[src/rtl/osd_seq_pkg.sv]
package osd_seq_pkg;
  localparam int CODE_W    = 6;
  localparam int COLOR_W   = 3;
  localparam int WORD_W    = 1 + COLOR_W + CODE_W;
  localparam int GLYPH_COLS = 12;
  localparam int GLYPH_ROWS = 18;
  localparam logic [CODE_W-1:0] CODE_CR    = 6'd63;
  localparam logic [CODE_W-1:0] CODE_BLANK = 6'd62;

  typedef struct packed {
    logic               blink;
    logic [COLOR_W-1:0] color;
    logic [CODE_W-1:0]  code;
  } osd_word_t;

  typedef enum logic [1:0] {SEQ_IDLE, SEQ_ROW, SEQ_GAP, SEQ_DONE} seq_state_t;

  // magnification from a 2-bit field: 1..4
  function automatic logic [2:0] scale_of(input logic [1:0] sel);
    return {1'b0, sel} + 3'd1;
  endfunction

  // blank scan lines between text rows: 0, 4, 8, 12
  function automatic logic [3:0] gap_lines_of(input logic [1:0] sel);
    return {sel, 2'b00};
  endfunction
endpackage

[src/rtl/osd_char_ram.sv]
module osd_char_ram #(
  parameter int ADDR_W = 6,
  parameter int WORD_W = 10
) (
  input  logic              clk,
  input  logic              rst_n,
  input  logic              ptr_load,
  input  logic [ADDR_W-1:0] ptr_value,
  input  logic              wr_en,
  input  logic [WORD_W-1:0] wr_data,
  input  logic [ADDR_W-1:0] rd_addr,
  output logic [WORD_W-1:0] rd_data
);
  localparam int DEPTH = 1 << ADDR_W;

  logic [WORD_W-1:0] mem [DEPTH];
  logic [ADDR_W-1:0] wr_ptr;
  logic [ADDR_W-1:0] eff_ptr;

  assign eff_ptr = ptr_load ? ptr_value : wr_ptr;
  assign rd_data = mem[rd_addr];

  always_ff @(posedge clk) begin
    if (wr_en) mem[eff_ptr] <= wr_data;
  end

  always_ff @(posedge clk or negedge rst_n) begin
    if (!rst_n)     wr_ptr <= '0;
    else if (wr_en) wr_ptr <= eff_ptr + ADDR_W'(1);
    else            wr_ptr <= eff_ptr;
  end

  // a plain write moves the pointer on by one, modulo the depth
  assert_ptr_step_R2: assert property (@(posedge clk) disable iff (!rst_n)
    (wr_en && !ptr_load) |=> wr_ptr == ADDR_W'($past(wr_ptr) + ADDR_W'(1)));
endmodule

[src/rtl/osd_glyph_counter.sv]
module osd_glyph_counter #(
  parameter int LIMIT = 12,
  parameter int IDX_W = $clog2(LIMIT)
) (
  input  logic             clk,
  input  logic             rst_n,
  input  logic             clear,
  input  logic             step,
  input  logic [2:0]       scale,
  output logic [IDX_W-1:0] idx_o,
  output logic             wrap_o
);
  localparam logic [IDX_W-1:0] LAST_IDX = IDX_W'(LIMIT - 1);

  logic [1:0] sub;
  logic       last_sub;

  assign last_sub = ({1'b0, sub} == scale - 3'd1);
  assign wrap_o   = step && last_sub && (idx_o == LAST_IDX);

  always_ff @(posedge clk or negedge rst_n) begin
    if (!rst_n) begin
      sub   <= '0;
      idx_o <= '0;
    end else if (clear) begin
      sub   <= '0;
      idx_o <= '0;
    end else if (step) begin
      if (last_sub) begin
        sub   <= '0;
        idx_o <= (idx_o == LAST_IDX) ? '0 : idx_o + IDX_W'(1);
      end else begin
        sub <= sub + 2'd1;
      end
    end
  end

  // index stays inside the glyph
  assert_idx_range_R3: assert property (@(posedge clk) disable iff (!rst_n)
    idx_o <= LAST_IDX);
  // R4 (horizontal instance) / R5 (vertical instance): replication holds the index
  assert_sub_hold_R4: assert property (@(posedge clk) disable iff (!rst_n)
    (step && !last_sub && !clear) |=> $stable(idx_o));
endmodule

[src/rtl/osd_raster_seq.sv]
module osd_raster_seq
  import osd_seq_pkg::*;
#(
  parameter int ADDR_W   = 6,
  parameter int MAX_ROWS = 4
) (
  input  logic                  clk,
  input  logic                  rst_n,
  input  logic                  cpu_ptr_load,
  input  logic [ADDR_W-1:0]     cpu_ptr_value,
  input  logic                  cpu_wr_en,
  input  logic [WORD_W-1:0]     cpu_wr_data,
  input  logic                  frame_start,
  input  logic                  line_active,
  input  logic                  pix_active,
  input  logic [2*MAX_ROWS-1:0] row_scale_tbl,
  input  logic [1:0]            gap_sel,
  output logic [ADDR_W-1:0]     rd_addr,
  output logic [CODE_W-1:0]     char_code,
  output logic [COLOR_W-1:0]    char_color,
  output logic                  char_blink,
  output logic [3:0]            glyph_col,
  output logic [4:0]            glyph_row,
  output logic                  cell_valid,
  output logic                  fg_on
);
  localparam int ROW_W = (MAX_ROWS > 1) ? $clog2(MAX_ROWS) : 1;
  localparam logic [ADDR_W-1:0] LAST_ADDR = ADDR_W'((1 << ADDR_W) - 1);
  localparam logic [ROW_W-1:0]  LAST_ROW  = ROW_W'(MAX_ROWS - 1);

  seq_state_t        state;
  logic              line_q;
  logic [ADDR_W-1:0] base;
  logic [ADDR_W-1:0] rd_ptr;
  logic              halt;
  logic [ROW_W-1:0]  row_idx;
  logic [3:0]        gap_cnt;
  logic [WORD_W-1:0] rd_data;
  osd_word_t         word;

  // named internal events
  logic       line_end, in_row, pix_slot, hit_cr, emit, char_done, row_done;
  logic [2:0] scale;

  assign word      = osd_word_t'(rd_data);
  assign line_end  = line_q && !line_active;
  assign in_row    = (state == SEQ_ROW);
  assign pix_slot  = in_row && line_active && pix_active && !halt;
  assign hit_cr    = pix_slot && (word.code == CODE_CR);
  assign emit      = pix_slot && (word.code != CODE_CR);
  assign scale     = scale_of(row_scale_tbl[int'(row_idx)*2 +: 2]);

  osd_char_ram #(.ADDR_W(ADDR_W), .WORD_W(WORD_W)) u_store (
    .clk       (clk),
    .rst_n     (rst_n),
    .ptr_load  (cpu_ptr_load),
    .ptr_value (cpu_ptr_value),
    .wr_en     (cpu_wr_en),
    .wr_data   (cpu_wr_data),
    .rd_addr   (rd_ptr),
    .rd_data   (rd_data)
  );

  osd_glyph_counter #(.LIMIT(GLYPH_COLS), .IDX_W(4)) u_hcount (
    .clk    (clk),
    .rst_n  (rst_n),
    .clear  (frame_start || line_end),
    .step   (emit),
    .scale  (scale),
    .idx_o  (glyph_col),
    .wrap_o (char_done)
  );

  osd_glyph_counter #(.LIMIT(GLYPH_ROWS), .IDX_W(5)) u_vcount (
    .clk    (clk),
    .rst_n  (rst_n),
    .clear  (frame_start),
    .step   (in_row && line_end),
    .scale  (scale),
    .idx_o  (glyph_row),
    .wrap_o (row_done)
  );

  always_ff @(posedge clk or negedge rst_n) begin
    if (!rst_n) line_q <= 1'b0;
    else        line_q <= line_active;
  end

  always_ff @(posedge clk or negedge rst_n) begin
    if (!rst_n) begin
      state   <= SEQ_IDLE;
      base    <= '0;
      rd_ptr  <= '0;
      halt    <= 1'b0;
      row_idx <= '0;
      gap_cnt <= '0;
    end else if (frame_start) begin
      state   <= SEQ_ROW;
      base    <= '0;
      rd_ptr  <= '0;
      halt    <= 1'b0;
      row_idx <= '0;
      gap_cnt <= '0;
    end else begin
      case (state)
        SEQ_ROW: begin
          if (line_end) begin
            halt <= 1'b0;
            if (row_done) begin
              if (rd_ptr == LAST_ADDR) begin
                state <= SEQ_DONE;
              end else begin
                base    <= rd_ptr + ADDR_W'(1);
                rd_ptr  <= rd_ptr + ADDR_W'(1);
                gap_cnt <= '0;
                if (row_idx != LAST_ROW) row_idx <= row_idx + ROW_W'(1);
                if (gap_lines_of(gap_sel) != 4'd0) state <= SEQ_GAP;
              end
            end else begin
              rd_ptr <= base;
            end
          end else if (hit_cr) begin
            halt <= 1'b1;
          end else if (char_done) begin
            if (rd_ptr == LAST_ADDR) halt <= 1'b1;
            else                     rd_ptr <= rd_ptr + ADDR_W'(1);
          end
        end
        SEQ_GAP: begin
          if (line_end) begin
            if (gap_cnt == gap_lines_of(gap_sel) - 4'd1) state <= SEQ_ROW;
            else                                        gap_cnt <= gap_cnt + 4'd1;
          end
        end
        default: ;
      endcase
    end
  end

  assign rd_addr    = rd_ptr;
  assign char_code  = word.code;
  assign char_color = word.color;
  assign char_blink = word.blink;
  assign cell_valid = emit;
  assign fg_on      = emit && (word.code != CODE_BLANK);

  assert_cr_hidden_R6: assert property (@(posedge clk) disable iff (!rst_n)
    cell_valid |-> char_code != CODE_CR);
  assert_line_restart_R6: assert property (@(posedge clk) disable iff (!rst_n)
    (in_row && line_end && !row_done && !frame_start) |=> rd_addr == $past(base));
  assert_gap_dark_R7: assert property (@(posedge clk) disable iff (!rst_n)
    (state == SEQ_GAP) |-> !cell_valid);
  assert_blank_no_fg_R8: assert property (@(posedge clk) disable iff (!rst_n)
    (cell_valid && char_code == CODE_BLANK) |-> !fg_on);
  assert_done_dark_R9: assert property (@(posedge clk) disable iff (!rst_n)
    (state == SEQ_DONE) |-> !cell_valid);
  assert_frame_home_R10: assert property (@(posedge clk) disable iff (!rst_n)
    frame_start |=> (rd_addr == '0 && glyph_col == '0 && glyph_row == '0));
  assert_pix_gate_R11: assert property (@(posedge clk) disable iff (!rst_n)
    cell_valid |-> (line_active && pix_active));
endmodule

[config.mk]
export PLATFORM = sky130hd
export DESIGN_NAME = osd_raster_seq
export DESIGN_NICKNAME = d
export VERILOG_FILES = /design/src/rtl/osd_seq_pkg.sv /design/src/rtl/osd_char_ram.sv /design/src/rtl/osd_glyph_counter.sv /design/src/rtl/osd_raster_seq.sv
export SDC_FILE = /design/constraint.sdc
export NUM_CORES = 1
export LEC_CHECK = 0
export BUFFER_PORTS_ARGS = -buffer_cell sky130_fd_sc_hd__buf_2
export CELL_PAD_IN_SITES_DETAIL_PLACEMENT = 1
export CELL_PAD_IN_SITES_GLOBAL_PLACEMENT = 2
export CORE_MARGIN = 1.5
export CORE_UTILIZATION = 39
export CTS_CLUSTER_DIAMETER = 30
export DETAILED_ROUTE_END_ITERATION = 8
export PLACE_DENSITY_LB_ADDON = 0.1
export SLEW_MARGIN = 20
export SYNTH_ARGS = -nofsm -noshare
export SYNTH_HDL_FRONTEND = slang
export SYNTH_SLANG_ARGS = --single-unit
[constraint.sdc]
create_clock -name clk -period 8.1 [get_ports clk]
set_clock_uncertainty 0.2 [all_clocks]
set_input_delay 1.215 -clock clk [delete_from_list [all_inputs] [get_ports clk]]
set_output_delay 1.215 -clock clk [all_outputs]
set_load 0.1 [all_outputs]
== After elaboration in Yosys (flattened, before gate mapping) ==
Memories as Yosys holds them, arrays and structs flattened.
Cells that the tools add are included.
Storage, ports and cells
  register bits after elaboration: 41
  latch bits: 0
  bits in writable memories: 640
  memory bits (read-only): 0
  bits of input ports: 33
  output and inout bits: 27
  logic and storage cells: 139
  memories: 1
Cells by class
  add/sub/neg operators: 11
  $mul: 0
  divide/modulo/power cells: 0
  order comparisons: 0
  equal/unequal tests: 21
  shift operators: 1
  mux-type cells: 57
  bitwise gates (word level): 0
  reduce and logical (&&, ||, !) cells: 36
Memory list
  u_store.mem: depth 64, bits a word 10, rd ports 1, clocked after memory_dff 0, wr ports 1, RTL line osd_char_ram.sv:16  | logic [WORD_W-1:0] mem [DEPTH];
Operators by type and width (number)
  2-to-1 mux 6 bit: 14
  2-to-1 mux 4 bit: 10
  2-to-1 mux 2 bit: 19
  2-to-1 mux 5 bit: 4
  inequality test 3 bit, second input constant: 6
  nonzero test 2 bit: 9
  adder 6 x 1 -> 6 bit, second input constant: 2
  == test 6 bit, second input constant: 2
  logical AND 1 bit: 12
  inequality test 6 bit, second input constant: 2
  AND reduction 6 bit: 2
  adder 4 x 1 -> 4 bit, second input constant: 2
  2-to-1 mux 1 bit: 8
  case mux 4 bit (2 select lines): 1
  nonzero test 4 bit: 2
  variable part select 8 x 4 -> 2 bit: 1
  adder 2 x 1 -> 2 bit, second input constant: 3
  == test 2 x 3 -> 1 bit: 2
  AND reduction 3 bit: 2
  nonzero test 3 bit: 2
  adder 5 x 1 -> 5 bit, second input constant: 1
  == test 5 bit, second input constant: 1
  AND reduction 5 bit: 1
  == test 4 bit: 1
  other kinds (14): 17

== Depth between registers and ports, before layout ==
  depth after elaboration: 12
  depth in mapped cells: 15
  gate-level depth less buffers: 10

== Modules after synthesis ==
A second synthesis with hierarchy kept.
Second synthesis, totals
  cell total of the unflattened synthesis: 1414
  area, all modules: 27553.9 sq um
Modules (own cells, without submodules)
  osd_char_ram: times used 1, cells an instance 1180, area each 25266.7 sq um, sequential area each 19368.6 sq um
  osd_raster_seq: times used 1, cells an instance 146, area each 1426.4 sq um, sequential area each 550.5 sq um
  osd_glyph_counter at u_vcount: times used 1, cells an instance 48, area each 475.5 sq um, sequential area each 175.2 sq um
  osd_glyph_counter at u_hcount: times used 1, cells an instance 40, area each 385.4 sq um, sequential area each 150.1 sq um

== Worst setup path before layout ==
OpenSTA, ideal clock, no wires.
  path kind: reg2out
  start point: register rd_ptr[1], in the netlist rd_addr[1]
  end point: output cell_valid
  arrival time: 5.065 ns
  required time: 6.685 ns
  slack: 1.620 ns
  cell stages (with the launch flop): 12
  buffers on the path: 5
  cell sequence: dfrtp_1 > buf_2 > buf_2 > buf_1 > clkbuf_1 > a31oi_1 > o2bb2ai_1 > a21oi_1 > nand4_1 > o21bai_2 > buf_2 > inv_1
On the way
  word-level cells in the longest chain between the ends: 3
RTL lines
  start, declared: RTL line osd_raster_seq.sv:34  | logic [ADDR_W-1:0] rd_ptr;
  start signal, assigned: RTL line osd_raster_seq.sv:114  | rd_ptr <= rd_ptr + ADDR_W'(1);
  start signal, assigned: RTL line osd_raster_seq.sv:120  | rd_ptr <= base;
  start signal, assigned: RTL line osd_raster_seq.sv:126  | else rd_ptr <= rd_ptr + ADDR_W'(1);
  memory (64 x 10 bit)
  net char_code[0]: RTL line osd_raster_seq.sv:19  | output logic [CODE_W-1:0] char_code,
  inequality test 6 bit: RTL line osd_raster_seq.sv:50  | assign emit = pix_slot && (word.code != CODE_CR);
  logical AND 1 bit: RTL line osd_raster_seq.sv:50
  end, declared: RTL line osd_raster_seq.sv:24  | output logic cell_valid,
The timed path passes the listed nets, and every way through them passes these cells.

== Worst setup path in the final report ==
  start point: register rd_ptr[0], in the netlist rd_addr[0]
  end point: output cell_valid
On the way
  word-level cells in the longest chain between the ends: 3
RTL lines (RTL line)
  memory (64 x 10 bit)
  inequality test 6 bit: osd_raster_seq.sv:50
  logical AND 1 bit: osd_raster_seq.sv:50
No other way between the ends.

==> results by group <==
Clocking
  – CTS Buf Count: 144
  – Clock Pin Slew Worst Setup and Hold Paths: 40 ps
  – Clock buffer depth: 3
  – H-Tree Depth: 4
  – CTS Hold Bufs: 0
  – Worst skew pair latency: roughly 700 ps
  – Setup Fix Bufs, Post-CTS: 0
  – Clock sinks: 681
  – CTS root buf: clkbuf_16
  – Post-CTS resize count: 0
  – TritonCTS clock tree: yes

Synthesis
  – Cell area after synthesis: about 27,000 µm²
  – Mean Syn Cell Area: 18.26 µm²
  – Cell variety after synth: 69
  – #FFs+latches synth: 681
  – Main flop type after synthesis: edfxtp_1
  – Async set or reset register ratio after synthesis: 6.021%
  – Mapped Cells: ~1,500
  – Synth warnings: 0
  – Net Count, Synth: 1,538
  – Post-synth EDFFs: between 600 and 700
  – Sequential share of the synthesized area: roughly three quarters

Die
  – Initial core utilization: between 30 and 40%
  – Die height: between 200 and 300 µm
  – Core Footprint: around 70,000 µm²
  – Std-Cell Rows: 96
  – Die ar.: 71,700 µm²
  – Chip width: about 270 µm
  – Top-Level Pins: 60

Timing
  – Slew Viols, Final: 0
  – Final Hold Vio Count: 0
  – Worst slew pin tran: 1113 ps
  – Final worst-path cycle share: 77.51%
  – Setup_tns: 0 ps
  – Tmin final: 6278 ps
  – RSZ-0062 raised after global routing: false
  – Final setup viols: 0
  – Max Clk Rate: 159.3 MHz
  – Worst slew margin: 25.52%

Global route
  – First-pass GRT wire length: ~110,000 µm
  – Grt ovf: 0
  – Pin count of the biggest net entering global routing: 82
  – Initial antenna violation count: 0
  – GRT Total Usage: a little over a fifth
  – Vias in the first global route: 15,820

Drt
  – 1st-iter DRT viols: 974
  – Detailed Route WL: 74,480 µm
  – ANT nets after route: 0
  – Avg WL per Cell: roughly 27 µm
  – Router iterations before antenna repair: 5
  – Routed vias: 14,740
  – Post-DR vias/cell: 5.400
  – Drc violations: 0

Placed design
  – IO Port Bufs: 59
  – Routability cong.: 0.7516
  – Post-detail-place hpwl: 44,150 µm
  – Dpl cell area: 28,890 µm²
  – Dpl cells: 2,463

Worst setup path
  – Crit path launch type: register
  – Worst path required time: around 6700 ps
  – Worst Path Arrival: 4860 ps
  – Setup Crit Path Kind: reg -> out
  – CP Max Fanout: 77
  – CP Capture Type: output pin

Cells and area
  – Most common cell after layout, fill and taps aside: edfxtp_1
  – Syn-to-layout area delta: 23.72%
  – Ant diodes: 0
  – Fin nets: 1,719
  – Commonest non-fill, non-tap cells in the layout: 640 x edfxtp_1, 147 x clkbuf_16, 119 x mux4_2, 102 x mux2i_1, 88 x nor2_1
  – Final cell area excluding filler cells: 33,830 µm²
  – Final Util: 49.06%
  – Non-filler instance count after layout: around 2,700
  – Fraction of layout cells with a size suffix above 1: 29.02%

Power and ir drop
  – Max IR drop VDD: 0.2162 mV
  – Pwr dens: 313.4 nW/µm²
  – Static leakage: 11.06 nW

Worst hold path
  – HP Class: reg -> reg

Job
  – Max Cap Violations: 0

Status
  – Status: complete, no violations
==> worst max-delay path, stage by stage, from the launching register on <==
cell and delay, ps:
dfrtp_4 890, buf_12 580, mux4_2 590, a22o_1 230, a221oi_1 470, o22ai_1 160, a32o_1 260, nand3_2 140
o21bai_2 230, inv_1 100, buf_2 420
==> report_power, final <==
part	internal, mW	switching, mW
registers	3.91	0.0368
clock network	3.91	1.94
logic	0.228	0.573
==> area by class of cell <==
type                    instances  area, µm²
fillers                      6395      35120
well taps                     931       1165
clock inverters               101       1156
clock buffers                 166       3750
repair buffers                108      690.7
multi-input cells             728       6751
flip-flops and latches        681      20260
inverters                      15      56.30
==> cells in the mapped netlist (3+ instances only) <==
master / count / share of area (%)
a311o_1: 3 / 0.11
clkbuf_1: 38 / 0.52
o22ai_1: 28 / 0.64
nand4_1: 5 / 0.11
nand2b_1: 9 / 0.21
a221oi_1: 5 / 0.16
a22oi_1: 6 / 0.16
mux2_2: 16 / 0.66
and2_1: 8 / 0.18
buf_4: 7 / 0.19
a211oi_1: 3 / 0.082
nor2b_1: 11 / 0.25
mux4_2: 119 / 9.8
and3_1: 5 / 0.11
ha_1: 8 / 0.37
edfxtp_1: 640 / 70
xor2_1: 6 / 0.19
a31oi_1: 8 / 0.18
a22o_1: 3 / 0.096
mux2i_1: 102 / 3.7
xnor2_1: 13 / 0.42
o31ai_1: 4 / 0.11
o221ai_1: 35 / 1.1
nand3_1: 16 / 0.29
buf_2: 21 / 0.38
a21oi_1: 38 / 0.70
nor3_1: 25 / 0.46
buf_6: 5 / 0.21
inv_1: 14 / 0.19
or2_2: 3 / 0.069
o21ai_0: 22 / 0.40
nand2_1: 73 / 1.0
dfrtp_1: 41 / 3.8
nor2_1: 116 / 1.6
==> metal layers <==
layer	vias up	track usage, %	part of all wire (%)
met5	-	0	0
met4	0	7.910	2.3
met1	7786	27.94	44
met2	346	35.49	50
li1	6493	-	-
met3	116	4.518	4.3
==> cell families after synthesis <==
kind of cell               share of synthesized area (%)
AOI/OAI and AO/OA                                  4.595
xor gates and xnor gates                          0.6086
adders and majority gates                         0.3661
buffers and inverters                              1.538
DFF                                                74.04
muxes                                              14.20
and+or+nand+nor                                    4.654
==> state kept, by name (all words and copies together), names as in the netlist <==
register and count:
u_store.mem 640, base 6, rd_addr 6, u_store.wr_ptr 6, u_vcount.idx_o 5, gap_cnt 4
u_hcount.idx_o 4, row_idx 2, state 2, u_hcount.sub 2, u_vcount.sub 2, halt 1
line_q 1
==> per-stage QoR <==
stage | power (mW) | setup WS, ps | hold slack [ps]
after floorplan | 4.512 | 1620 | 249.2
after global placement | 4.815 | 2444 | 262.5
after detailed placement | 4.825 | 2502 | 274.2
after CTS | 10.71 | 1736 | 283.7
after global routing | 10.89 | 1542 | 310.8
final | 10.60 | 1822 | 278.5
==> path summary, 6_finish.rpt <==
check / start / slack [ps] / depth (start not counted) / endpoint
max in group asynchronous: rst_n / 6740 / 2 / rd_addr[0]
worst min register to register: base[0] / 280 / 2 / base[0]
worst max register to register: rd_addr[0] / 3280 / 10 / rd_addr[1]
worst min-delay path: base[0] / 280 / 2 / base[0]
min in group asynchronous: rst_n / 440 / 2 / u_store.wr_ptr[3]
worst max-delay path: rd_addr[0] / 1820 / 10 / cell_valid
Note: power is estimated with default switching activity, not from simulation.
